`src/rtl/bcd_adj_pkg.sv`:
```
package bcd_adj_pkg;
  localparam int unsigned NIB_W     = 4;
  localparam int unsigned DIGIT_MAX = 9;
  localparam logic [NIB_W-1:0] FIX_VAL = 4'd6;

  function automatic logic nib_over(input logic [NIB_W-1:0] nib);
    return nib > NIB_W'(DIGIT_MAX);
  endfunction
endpackage

```
`src/rtl/bcd_digit_stage.sv`:
```
module bcd_digit_stage
  import bcd_adj_pkg::*;
#(
  parameter int unsigned W   = 8,
  parameter int unsigned IDX = 0
) (
  input  logic         clk_i,
  input  logic         rst_ni,
  input  logic [W-1:0] val_i,
  input  logic         flag_i,
  output logic [W-1:0] val_o,
  output logic         cout_o,
  output logic         fix_o
);
  localparam int unsigned LSB = IDX * NIB_W;

  logic [NIB_W-1:0] dig;
  logic [W:0]       addend;
  logic [W:0]       total;

  assign dig    = val_i[LSB +: NIB_W];
  assign fix_o  = flag_i | nib_over(dig);
  assign addend = fix_o ? ((W+1)'(FIX_VAL) << LSB) : '0;
  assign total  = {1'b0, val_i} + addend;
  assign val_o  = total[W-1:0];
  assign cout_o = total[W];

  // out-of-range digit must be corrected
  a_r1_range_fix: assert property (@(posedge clk_i) disable iff (!rst_ni)
    nib_over(dig) |-> (val_o != val_i));
  // a set flag forces a correction
  a_r2_flag_fix: assert property (@(posedge clk_i) disable iff (!rst_ni)
    flag_i |-> ({cout_o, val_o} == {1'b0, val_i} + ((W+1)'(6) << LSB)));
  // no condition, value untouched
  a_r6_no_fix: assert property (@(posedge clk_i) disable iff (!rst_ni)
    (!flag_i && !nib_over(dig)) |-> (val_o == val_i && !cout_o));
endmodule

```
`src/rtl/bcd_out_stage.sv`:
```
module bcd_out_stage #(
  parameter int unsigned W       = 8,
  parameter bit          OUT_REG = 1'b1
) (
  input  logic         clk_i,
  input  logic         rst_ni,
  input  logic [W-1:0] val_i,
  input  logic         carry_i,
  output logic [W-1:0] val_o,
  output logic         carry_o
);
  if (OUT_REG) begin : g_reg
    always_ff @(posedge clk_i or negedge rst_ni) begin
      if (!rst_ni) begin
        val_o   <= '0;
        carry_o <= 1'b0;
      end else begin
        val_o   <= val_i;
        carry_o <= carry_i;
      end
    end

    // one cycle latency
    a_r8_latency: assert property (@(posedge clk_i) disable iff (!rst_ni)
      1'b1 |=> (val_o == $past(val_i) && carry_o == $past(carry_i)));
  end else begin : g_comb
    assign val_o   = val_i;
    assign carry_o = carry_i;
  end
endmodule

```
`src/rtl/bcd_dec_adjust.sv`:
```
module bcd_dec_adjust
  import bcd_adj_pkg::*;
#(
  parameter int unsigned DIGITS  = 2,
  parameter bit          OUT_REG = 1'b1
) (
  input  logic                    clk_i,
  input  logic                    rst_ni,
  input  logic [DIGITS*NIB_W-1:0] sum_i,
  input  logic                    carry_i,
  input  logic                    half_carry_i,
  output logic [DIGITS*NIB_W-1:0] result_o,
  output logic                    carry_o
);
  localparam int unsigned W = DIGITS * NIB_W;

  logic [W-1:0]      val_w [DIGITS+1];
  logic [DIGITS:0]   cout_w;
  logic [DIGITS-1:0] flag_w;
  logic [DIGITS-1:0] fix_w;
  logic              carry_c;

  assign val_w[0]  = sum_i;
  assign cout_w[0] = 1'b0;

  // digits corrected low to high; each sees the lower corrections
  for (genvar d = 0; d < DIGITS; d++) begin : g_dig
    logic lo_flag, hi_flag;
    if (d == 0) begin : g_lo
      assign lo_flag = half_carry_i;
    end else begin : g_nlo
      assign lo_flag = 1'b0;
    end
    if (d == DIGITS-1) begin : g_hi
      assign hi_flag = carry_i | (|cout_w[d:0]);
    end else begin : g_nhi
      assign hi_flag = 1'b0;
    end
    assign flag_w[d] = lo_flag | hi_flag;

    bcd_digit_stage #(.W(W), .IDX(d)) u_stage (
      .clk_i  (clk_i),
      .rst_ni (rst_ni),
      .val_i  (val_w[d]),
      .flag_i (flag_w[d]),
      .val_o  (val_w[d+1]),
      .cout_o (cout_w[d+1]),
      .fix_o  (fix_w[d])
    );
  end

  assign carry_c = fix_w[DIGITS-1];

  bcd_out_stage #(.W(W), .OUT_REG(OUT_REG)) u_out (
    .clk_i   (clk_i),
    .rst_ni  (rst_ni),
    .val_i   (val_w[DIGITS]),
    .carry_i (carry_c),
    .val_o   (result_o),
    .carry_o (carry_o)
  );

  // incoming carry is never lost
  a_r3_carry_kept: assert property (@(posedge clk_i) disable iff (!rst_ni)
    carry_i |-> carry_c);
  // overflow of the top stage always shows as decimal carry
  a_r4_top_over: assert property (@(posedge clk_i) disable iff (!rst_ni)
    cout_w[DIGITS] |-> carry_c);
  // no carry without a reason
  a_r4_carry_cause: assert property (@(posedge clk_i) disable iff (!rst_ni)
    (carry_c && !carry_i) |-> (nib_over(val_w[DIGITS-1][W-1 -: NIB_W]) || (|cout_w[DIGITS-1:0])
                                || (DIGITS == 1 && half_carry_i)));
endmodule

```
`config.mk`:
```
export PLATFORM = sky130hd
export DESIGN_NAME = bcd_dec_adjust
export DESIGN_NICKNAME = d
export VERILOG_FILES = /design/src/rtl/bcd_adj_pkg.sv /design/src/rtl/bcd_digit_stage.sv /design/src/rtl/bcd_out_stage.sv /design/src/rtl/bcd_dec_adjust.sv
export SDC_FILE = /design/constraint.sdc
export NUM_CORES = 1
export LEC_CHECK = 0
export BUFFER_PORTS_ARGS = -buffer_cell sky130_fd_sc_hd__buf_4
export CAP_MARGIN = 15
export CORE_AREA = 2 2 39 41
export CTS_CLUSTER_DIAMETER = 200
export CTS_CLUSTER_SIZE = 40
export DETAILED_ROUTE_END_ITERATION = 16
export DIE_AREA = 0 0 41 43
export HOLD_SLACK_MARGIN = 0.15
export PLACE_DENSITY = 0.75
export SLEW_MARGIN = 30
export SYNTH_ARGS = -nofsm -noshare
export SYNTH_HDL_FRONTEND = slang
export SYNTH_SLANG_ARGS = --single-unit
export TNS_END_PERCENT = 5
```
`constraint.sdc`:
```
create_clock -name clk_i -period 0.8 [get_ports clk_i]
set_clock_uncertainty 0.05 [all_clocks]
set_input_delay 0.08 -clock clk_i [delete_from_list [all_inputs] [get_ports clk_i]]
set_output_delay 0.08 -clock clk_i [all_outputs]
set_load 0.05 [all_outputs]
```
## Yosys cells after proc, flatten, opt, wreduce, memory -nomap -nowiden

Index checks and enable logic that the tools add are counted.

| storage, ports and cells | value |
|---|---|
| flip-flop bits (word level) | 9 |
| input bits | 12 |
| output and inout port bits | 9 |

| operators by class | value |
|---|---|
| $add $sub $neg | 2 |
| $lt $le $gt $ge | 2 |
| mux-type cells | 2 |
| bitwise gates (word level) | 3 |

Operators with widths:

| kind | count |
|---|---|
| 8-bit by 9-bit adder with 9-bit output | 1 |
| 8-bit adder | 1 |
| 4-bit > comparator, second input constant | 2 |
| 7-bit two-way mux | 1 |
| 3-bit two-way mux | 1 |
| 1-bit bitwise OR | 3 |

## Depth between registers and ports, before layout

Gate-level depths: netlist (run 1).

| depth | value |
|---|---|
| word-level depth | 8 |
| depth in mapped cells | 11 |
| mapped depth without buffers | 11 |

## Hierarchy

A second synthesis (run 1) with hierarchy kept.

| second synthesis, totals | value |
|---|---|
| cells, all modules | 42 |
| area, all modules | 501.7 sq um |

By module, submodules not included:

| module | times used | cells each | area each (sq um) | sequential area each (sq um) |
|---|---|---|---|---|
| bcd_out_stage | 1 | 9 | 225.2 | 225.2 |
| bcd_digit_stage at g_dig[0].u_stage | 1 | 19 | 156.4 | 0.0 |
| bcd_digit_stage at g_dig[1].u_stage | 1 | 13 | 113.9 | 0.0 |
| bcd_dec_adjust | 1 | 1 | 6.3 | 0.0 |

## Worst setup path after synthesis (run 1)

OpenSTA, ideal clock, no wires.

| timing | value |
|---|---|
| path type | input port to flip-flop |
| start | input sum_i[1] |
| end | register u_out.val_o[7] |
| arrival time | 2.333 ns |
| slack | -1.708 ns |
| stages on the path | 11 |
| buffers on the path | 0 |
| cell sequence | o21ai_0 > nand2b_1 > ha_1 > fa_1 > nand4_1 > o31ai_1 > a211o_1 > ha_1 > fa_1 > xnor2_1 > xnor2_1 |

| on the way | value |
|---|---|
| longest elaborated chain between the ends | 8 |
| elaborated cells on any way between the ends | 9 |
| those cells by class | add/sub: 2; order compare: 2; mux: 2; bitwise: 3 |

Ends and longest elaborated chain:

| element | line | source |
|---|---|---|
| start, declared | bcd_dec_adjust.sv:9 | `input logic [DIGITS*NIB_W-1:0] sum_i,` |
| 4-bit > comparator | bcd_adj_pkg.sv:7 | `return nib > NIB_W'(DIGIT_MAX);` |
| 1-bit bitwise OR | bcd_digit_stage.sv:22 | `assign fix_o = flag_i \| nib_over(dig);` |
| 3-bit two-way mux | bcd_digit_stage.sv:23 | `assign addend = fix_o ? ((W+1)'(FIX_VAL) << LSB) : '0;` |
| 8-bit by 9-bit adder with 9-bit output (*) | bcd_digit_stage.sv:24 | `assign total = {1'b0, val_i} + addend;` |
| 4-bit > comparator / 1-bit bitwise OR (equally long branches) | bcd_adj_pkg.sv:7, bcd_dec_adjust.sv:35 |  |
| 1-bit bitwise OR (*) | bcd_digit_stage.sv:22 |  |
| named net carry_c | bcd_dec_adjust.sv:21 | `logic carry_c;` |
| 7-bit two-way mux (*) | bcd_digit_stage.sv:23 |  |
| 8-bit adder (*) | bcd_digit_stage.sv:24 |  |
| named net g_dig[1].u_stage.total[7] | bcd_digit_stage.sv:19 | `logic [W:0] total;` |
| end signal, assigned | bcd_out_stage.sv:18 | `val_o <= val_i;` |
| end, declared | bcd_out_stage.sv:9 | `output logic [W-1:0] val_o,` |

The timed path passes the listed nets; every way through them passes the cells marked *.

## Final worst setup path (run 1)

Same ends and word-level chain as after synthesis.

==> metrics.md, run 1 <==
| Metric | Value |
|---|---|
| Status | `finished, violations left` |
| Failing checks | `negative setup slack` |
| Power per cell area | `1797 nW/um^2` |
| Syn nets | `51` |
| Row count | `14` |
| Worst-path fanout max | `3` |
| Synthesized area | `around 450 um^2` |
| Req. time, crit path | `890 ps` |
| Share of total power in combinational logic | `~45%` |
| Layout cells sized above 1 | `between 60% and 70%` |
| Leak pwr | `0.4299 nW` |
| Final setup violation count | `16` |
| Post-layout minimum cycle time | `~2200 ps` |
| Port Buffer Count | `20` |
| Pin count of the biggest net entering global routing | `10` |
| Fmax | `446.9 MHz` |
| Post-synth top area share | `50.28%` |
| CP startpoint kind | `input port` |
| Footprint of the multi-input gates | `between 200 and 300 um^2` |
| Width of the chip | `about 40 um` |
| Avg WL per Cell | `~13 um` |
| Final antenna-violating net count | `0` |
| Antenna Diode Count | `0` |
| Worst Tran Pin Value | `237.7 ps` |
| Crit end category | `flop` |
| Worst slew margin relative to its limit | `84.04%` |
| Die Y | `roughly 43 um` |
| Internal power | `1.028 mW` |
| Synth unique cells | `17` |
| Unrepaired setup endpoints after global routing | `yes` |
| Worst IR Drop VDD | `between 0.5 and 0.6 mV` |
| DRC viols | `0` |
| Clk root buf | `clkbuf_4` |
| Drt first-iter violations | `3` |
| Post-synth top area cell | `dfrtp_1` |
| Overflow after GRT | `0` |
| Area delta synth->final | `99.72%` |
| Clock Power Share | `20.8%` |
| Initial core utilization | `around 32%` |
| Mux contribution to synthesized area | `0%` |
| First-pass GRT wire length | `approximately 2100 um` |
| Clk slew on worst S/H paths | `60 ps` |
| Largest family of logic cells by synthesized area | `adder cells` |
| GPL Wtd Cong | `0.7947` |
| Hold-fix buffers, CTS | `2` |
| Nets | `98` |
| Synth area leaders | `dfrtp_1 50%, xnor2_1 9.8%, fa_1 8.9%, ha_1 8.4%, nand2b_1 2.8%` |
| P_sw | `around 0.58 mW` |
| Tightest Hold Check Type | `in2reg` |
| CTS tree | `yes` |
| Clk buf depth | `2` |
| Sequential Area | `~230 um^2` |
| Fin crit share | `279.7%` |
| Layout filler cell count | `103` |
| Sequential cell area fraction in the yosys report | `about 50%` |
| Sum of negative setup slack | `-6416 ps` |
| Tot GR Track Use | `between 10% and 20%` |
| Simple-Gate Fraction of Synth Area | `9.497%` |
| I/O pin count | `21` |
| Final Hold Vio Count | `0` |
| Yosys Warn Count | `0` |
| CTS H-tree lvls | `1` |
| DP Worst Slack | `-1690 ps` |
| Wirelength, routed | `1222 um` |
| Crit path DAT | `2320 ps` |
| Via Count | `between 400 and 500` |
| CTS buffer count | `3` |
| Reg power frac | `34.5%` |
| Vias in the first global route | `496` |
| Hpwl dp | `between 800 and 900 um` |
| DIE AREA | `1763 um^2` |
| Max-cap violations | `0` |
| Vias per cell | `4.677` |
| Post-Syn Area per Cell | `13.17 um^2` |
| Slew Viols, Final | `0` |
| Crit Path Class | `in2reg` |
| Pre-antenna DRT Iters | `4` |
| Sw Ratio | `36.03%` |
| Initial antenna violation count | `0` |
| Yosys reg bits | `9` |
| Compound-gate portion of the synthesized area | `10.34%` |
| Xor-xnor portion of the synthesized cell area | `11.73%` |
| Clk sinks | `9` |
| Syn Inst Count | `34` |
| CORE AREA | `1384 um^2` |
| Adder-cell share of the synthesized area | `17.32%` |
| Worst setup margin | `-1438 ps` |
[final timing paths]
kind | startpoint | endpoint | slack (ps) | depth (start not counted)
worst min-delay path | sum_i[4] | u_out.val_o[4] | 110 | 3
worst max-delay path | sum_i[1] | u_out.val_o[7] | -1440 | 12
max in group asynchronous | rst_ni | u_out.val_o[3] | 440 | 2
min in group asynchronous | rst_ni | u_out.val_o[5] | 130 | 2
[cell usage after synthesis]
| master | instances |
|---|---|
| nand3_2 | 1 |
| dfrtp_1 | 9 |
| o21bai_1 | 1 |
| xor2_1 | 1 |
| inv_1 | 1 |
| fa_1 | 2 |
| ha_1 | 3 |
| nand4_1 | 2 |
| a211o_1 | 1 |
| nor2_1 | 1 |
| nand2b_1 | 2 |
| o211a_1 | 1 |
| a21o_1 | 1 |
| o31ai_1 | 1 |
| nand2_1 | 1 |
| o21ai_0 | 1 |
| xnor2_1 | 5 |
[per-stage QoR]
stage          instances  area [um^2]  utilization (%)  total power, mW  hold WS [ps]
3_3_place_gp          81        710.7            51.36            1.147        -148.5
3_5_place_dp          81        710.7            51.36            1.167        -144.1
2_1_floorplan         34        457.9                -           0.9116        -265.6
6_report              96        894.6            64.65            1.608         107.3
5_1_grt               96        894.6            64.65            1.708         103.2
4_1_cts               96        873.3            63.11            1.605         89.72
[sequential cells by signal, summed over array words and instances, names as in the netlist]
register       count
u_out.carry_o      1
u_out.val_o        8
[layout by cell type, fill, tap and decap left out, drive strengths merged]
cell         instances
nand4                2
fa                   2
nor2                 1
clkbuf               4
o21ai                1
ha                   3
buf                 40
o21bai               1
dfrtp                9
a211o                1
o211a                1
xnor2                5
dlygate4sd3          2
xor2                 1
nand2b               2
o31ai                1
nand3                1
inv                  1
a21o                 1
nand2                1
[worst max-delay path, stage by stage]
cell      delay (ps)
buf_6            100
o21ai_2          110
nand2b_1         100
ha_2             220
fa_2             380
nand4_1          130
o31ai_1           90
a211o_1          290
ha_2             200
fa_2             350
xnor2_2          140
xnor2_1          130
[power groups by stage]
stage	Combinational [mW]	Sequential [mW]	Clock [mW]
floorplan	0.115	0.797	0
global placement	0.601	0.546	0
detailed placement	0.617	0.550	0
CTS	0.701	0.555	0.349
global route	0.771	0.562	0.375
finish	0.718	0.555	0.335
[layer usage]
metal,GRT usage (%),vias to the layer above,share of wire (%)
met4,6.000,0,1.1
li1,-,210,-
met2,33.44,17,57
met5,0,-,0
met1,17.00,220,37
met3,1.571,2,4.6
[logic make-up (layout without fill, tap and decap cells)]
group,after synthesis,after routing
AND/OR/NAND/NOR,7,7
adder cells (fa/ha/maj),5,5
XOR/XNOR,6,6
buffers and inverters,1,47
AO/OA/AOI/OAI,6,6
flip-flops,9,9
[cell type report]
class,instances,share of cell area [%]
Clock buffer,4,2.937
Sequential cell,9,25.17
Inverter,1,0.4196
Multi-Input combinational cell,24,28.81
Tap cell,16,2.238
Timing Repair Buffer,42,40.42
[what timing repair did]
| action | 4_1_cts | 5_1_grt |
|---|---|---|
| setup endpoints to repair | 16 | 16 |
| buffers inserted | 9 | 0 |
| gates resized for setup | 12 | 5 |
| pin swaps | 4 | 4 |
| endpoints found under the hold margin | 14 | 13 |
Note: power is estimated with default switching activity, not from simulation.
==> inputs of run 2 (changes only) <==
--- a/config.mk
+++ b/config.mk
@@ -13,8 +13,8 @@
 export DETAILED_ROUTE_END_ITERATION = 16
 export DIE_AREA = 0 0 41 43
 export HOLD_SLACK_MARGIN = 0.15
-export PLACE_DENSITY = 0.75
-export SLEW_MARGIN = 30
+export PLACE_DENSITY_LB_ADDON = 0.1
+export SLEW_MARGIN = 20
 export SYNTH_ARGS = -nofsm -noshare
 export SYNTH_HDL_FRONTEND = slang
 export SYNTH_SLANG_ARGS = --single-unit
==> run 2 against run 1 <==
Against the previous run:
- critical endpoint unchanged
- die area did not move
- clock-buffer cell count did not move
- critical path type unchanged
- highest routed layer is now met3
- first-iteration DRC count did not move
- via count fell by 10%
- the flow still finishes with violations (negative setup slack)
- core utilization fell by 3.7 points
- global-route usage fell by 3.7 points
==> metrics.md, run 2 (synthesis gave the netlist of run 1 again) <==
| Metric | Value |
|---|---|
| Power per cell area | `between 1500 and 2000 nW/um^2` |
| Avg WL per Cell | `10.60 um` |
| Largest regs | `u_out.val_o: 8 flops, u_out.carry_o: 1 flops` |
| Worst setup margin | `-1388 ps` |
| Pre-antenna DRT Iters | `4` |
| Post-layout minimum cycle time | `2188 ps` |
| I/O pin count | `21` |
| CP startpoint kind | `input port` |
| Setup crit start | `sum_i[1]` |
| Initial core utilization | `around 32%` |
| Hold-fix buffers, CTS | `2` |
| Tot GR Track Use | `13.60%` |
| Crit path DAT | `around 2300 ps` |
| Layout cells sized above 1 | `60.00%` |
| GPL Wtd Cong | `0.7081` |
| Internal power | `1.025 mW` |
| DIE AREA | `around 1800 um^2` |
| Failing checks | `negative setup slack` |
| Vias per cell | `4.418` |
| Worst slew margin relative to its limit | `82.83%` |
| Drt first-iter violations | `3` |
| Overflow after GRT | `0` |
| Pin count of the biggest net entering global routing | `10` |
| Hpwl dp | `845.6 um` |
| Unrepaired setup endpoints after global routing | `yes` |
| Hold path startpoint | `sum_i[4]` |
| Tightest Hold Check Type | `in2reg` |
| Wirelength, routed | `965 um` |
| Port Buffer Count | `20` |
| Worst IR Drop VDD | `0.6556 mV` |
| Sw Ratio | `between 30% and 40%` |
| Share of total power in combinational logic | `44.3%` |
| Status | `finished, violations left` |
| Final antenna-violating net count | `0` |
| Vias in the first global route | `approximately 420` |
| Final Hold Vio Count | `0` |
| Clk root buf | `clkbuf_4` |
| Clk slew on worst S/H paths | `60 ps` |
| Area delta synth->final | `88.27%` |
| Layout Cells excl Fill | `91` |
| Nets | `93` |
| Reg power frac | `34.9%` |
| CTS buffer count | `3` |
| P_sw | `0.5605 mW` |
| Max-cap violations | `0` |
| Slew Viols, Final | `0` |
| Crit Path Class | `in2reg` |
| CTS tree | `yes` |
| Die Y | `around 43 um` |
| CORE AREA | `1384 um^2` |
| Antenna Diode Count | `0` |
| Leak pwr | `0.4065 nW` |
| Commonest non-fill, non-tap cell in the layout | `buf_4` |
| Clk buf depth | `2` |
| Sum of negative setup slack | `-6069 ps` |
| Initial antenna violation count | `0` |
| Fmax | `457.0 MHz` |
| Dpl cells | `between 80 and 90` |
| Crit end category | `flop` |
| Req. time, crit path | `890 ps` |
| Most flop-heavy register | `u_out.val_o` |
| Most frequent cells in the layout | `23 x buf_4, 12 x buf_6, 9 x dfrtp_1` |
| DRC viols | `0` |
| Worst-path fanout max | `3` |
| Final setup violation count | `16` |
| Worst Tran Pin Value | `255.7 ps` |
| Via Count | `402` |
| Row count | `14` |
| CTS H-tree lvls | `1` |
| Hold WS | `78.50 ps` |
| DP Worst Slack | `-1704 ps` |
| Clk sinks | `9` |
| Clock Power Share | `a little over a fifth` |
| Fin crit share | `273.5%` |
| Max reg flops | `8` |
| First-pass GRT wire length | `1580 um` |
| Power consumption | `approximately 1.6 mW` |
| Width of the chip | `41 um` |
-- run 2: final timing paths --
kind | depth (start not counted) | endpoint
max in group asynchronous | 2 | u_out.carry_o
worst min-delay path | 3 | u_out.val_o[4]
worst max-delay path | 12 | u_out.val_o[7]
min in group asynchronous | 2 | u_out.val_o[0]
-- run 2: power by group through the flow --
stage	combinational [mW]	clock, mW	sequential [mW]
CTS	0.708	0.349	0.556
floorplan	0.115	0	0.797
global route	0.748	0.364	0.559
detailed placement	0.626	0	0.550
global placement	0.612	0	0.548
finish	0.702	0.330	0.554
-- run 2: metrics by stage --
| stage | area, um^2 | utilization, % |
|---|---|---|
| finish | 843.3 | 60.94 |
| global route | 843.3 | 60.94 |
| CTS | 843.3 | 60.94 |
| detailed placement | 725.7 | 52.44 |
| global placement | 725.7 | 52.44 |
| floorplan | 457.9 | - |
-- run 2: final cells by class --
class                   count  area [um^2]
repair buffers             37        327.8
flip-flops and latches      9        225.2
fillers                   116        540.5
inverters                   1        3.754
well taps                  16        20.02
clock buffers               4        26.28
multi-input cells          24        240.2
-- run 2: metal layers --
layer,part of all wire (%),wire length (um),global-route usage (%),vias to the layer above
met3,8.0,77,1.571,0
met4,0,0,10.00,0
met2,55,527,23.44,18
met1,37,360,13.67,185
li1,-,-,-,199
met5,0,0,0,-
-- run 2: repair_timing --
item                                    in CTS  in global routing
endpoints found under the hold margin       13                 12
buffers inserted                             2                  0
gates resized for setup                     14                  0
endpoints found under the setup margin      16                 16
pin swaps                                    3                  0
-- run 2: worst max-delay path, stage by stage --
cell and delay [ps]:
buf_6 90, o21ai_2 110, nand2b_1 110, ha_2 210, fa_2 380, nand4_1 120
o31ai_1 80, a211o_1 280, ha_2 190, fa_2 350, xnor2_2 140, xnor2_1 120
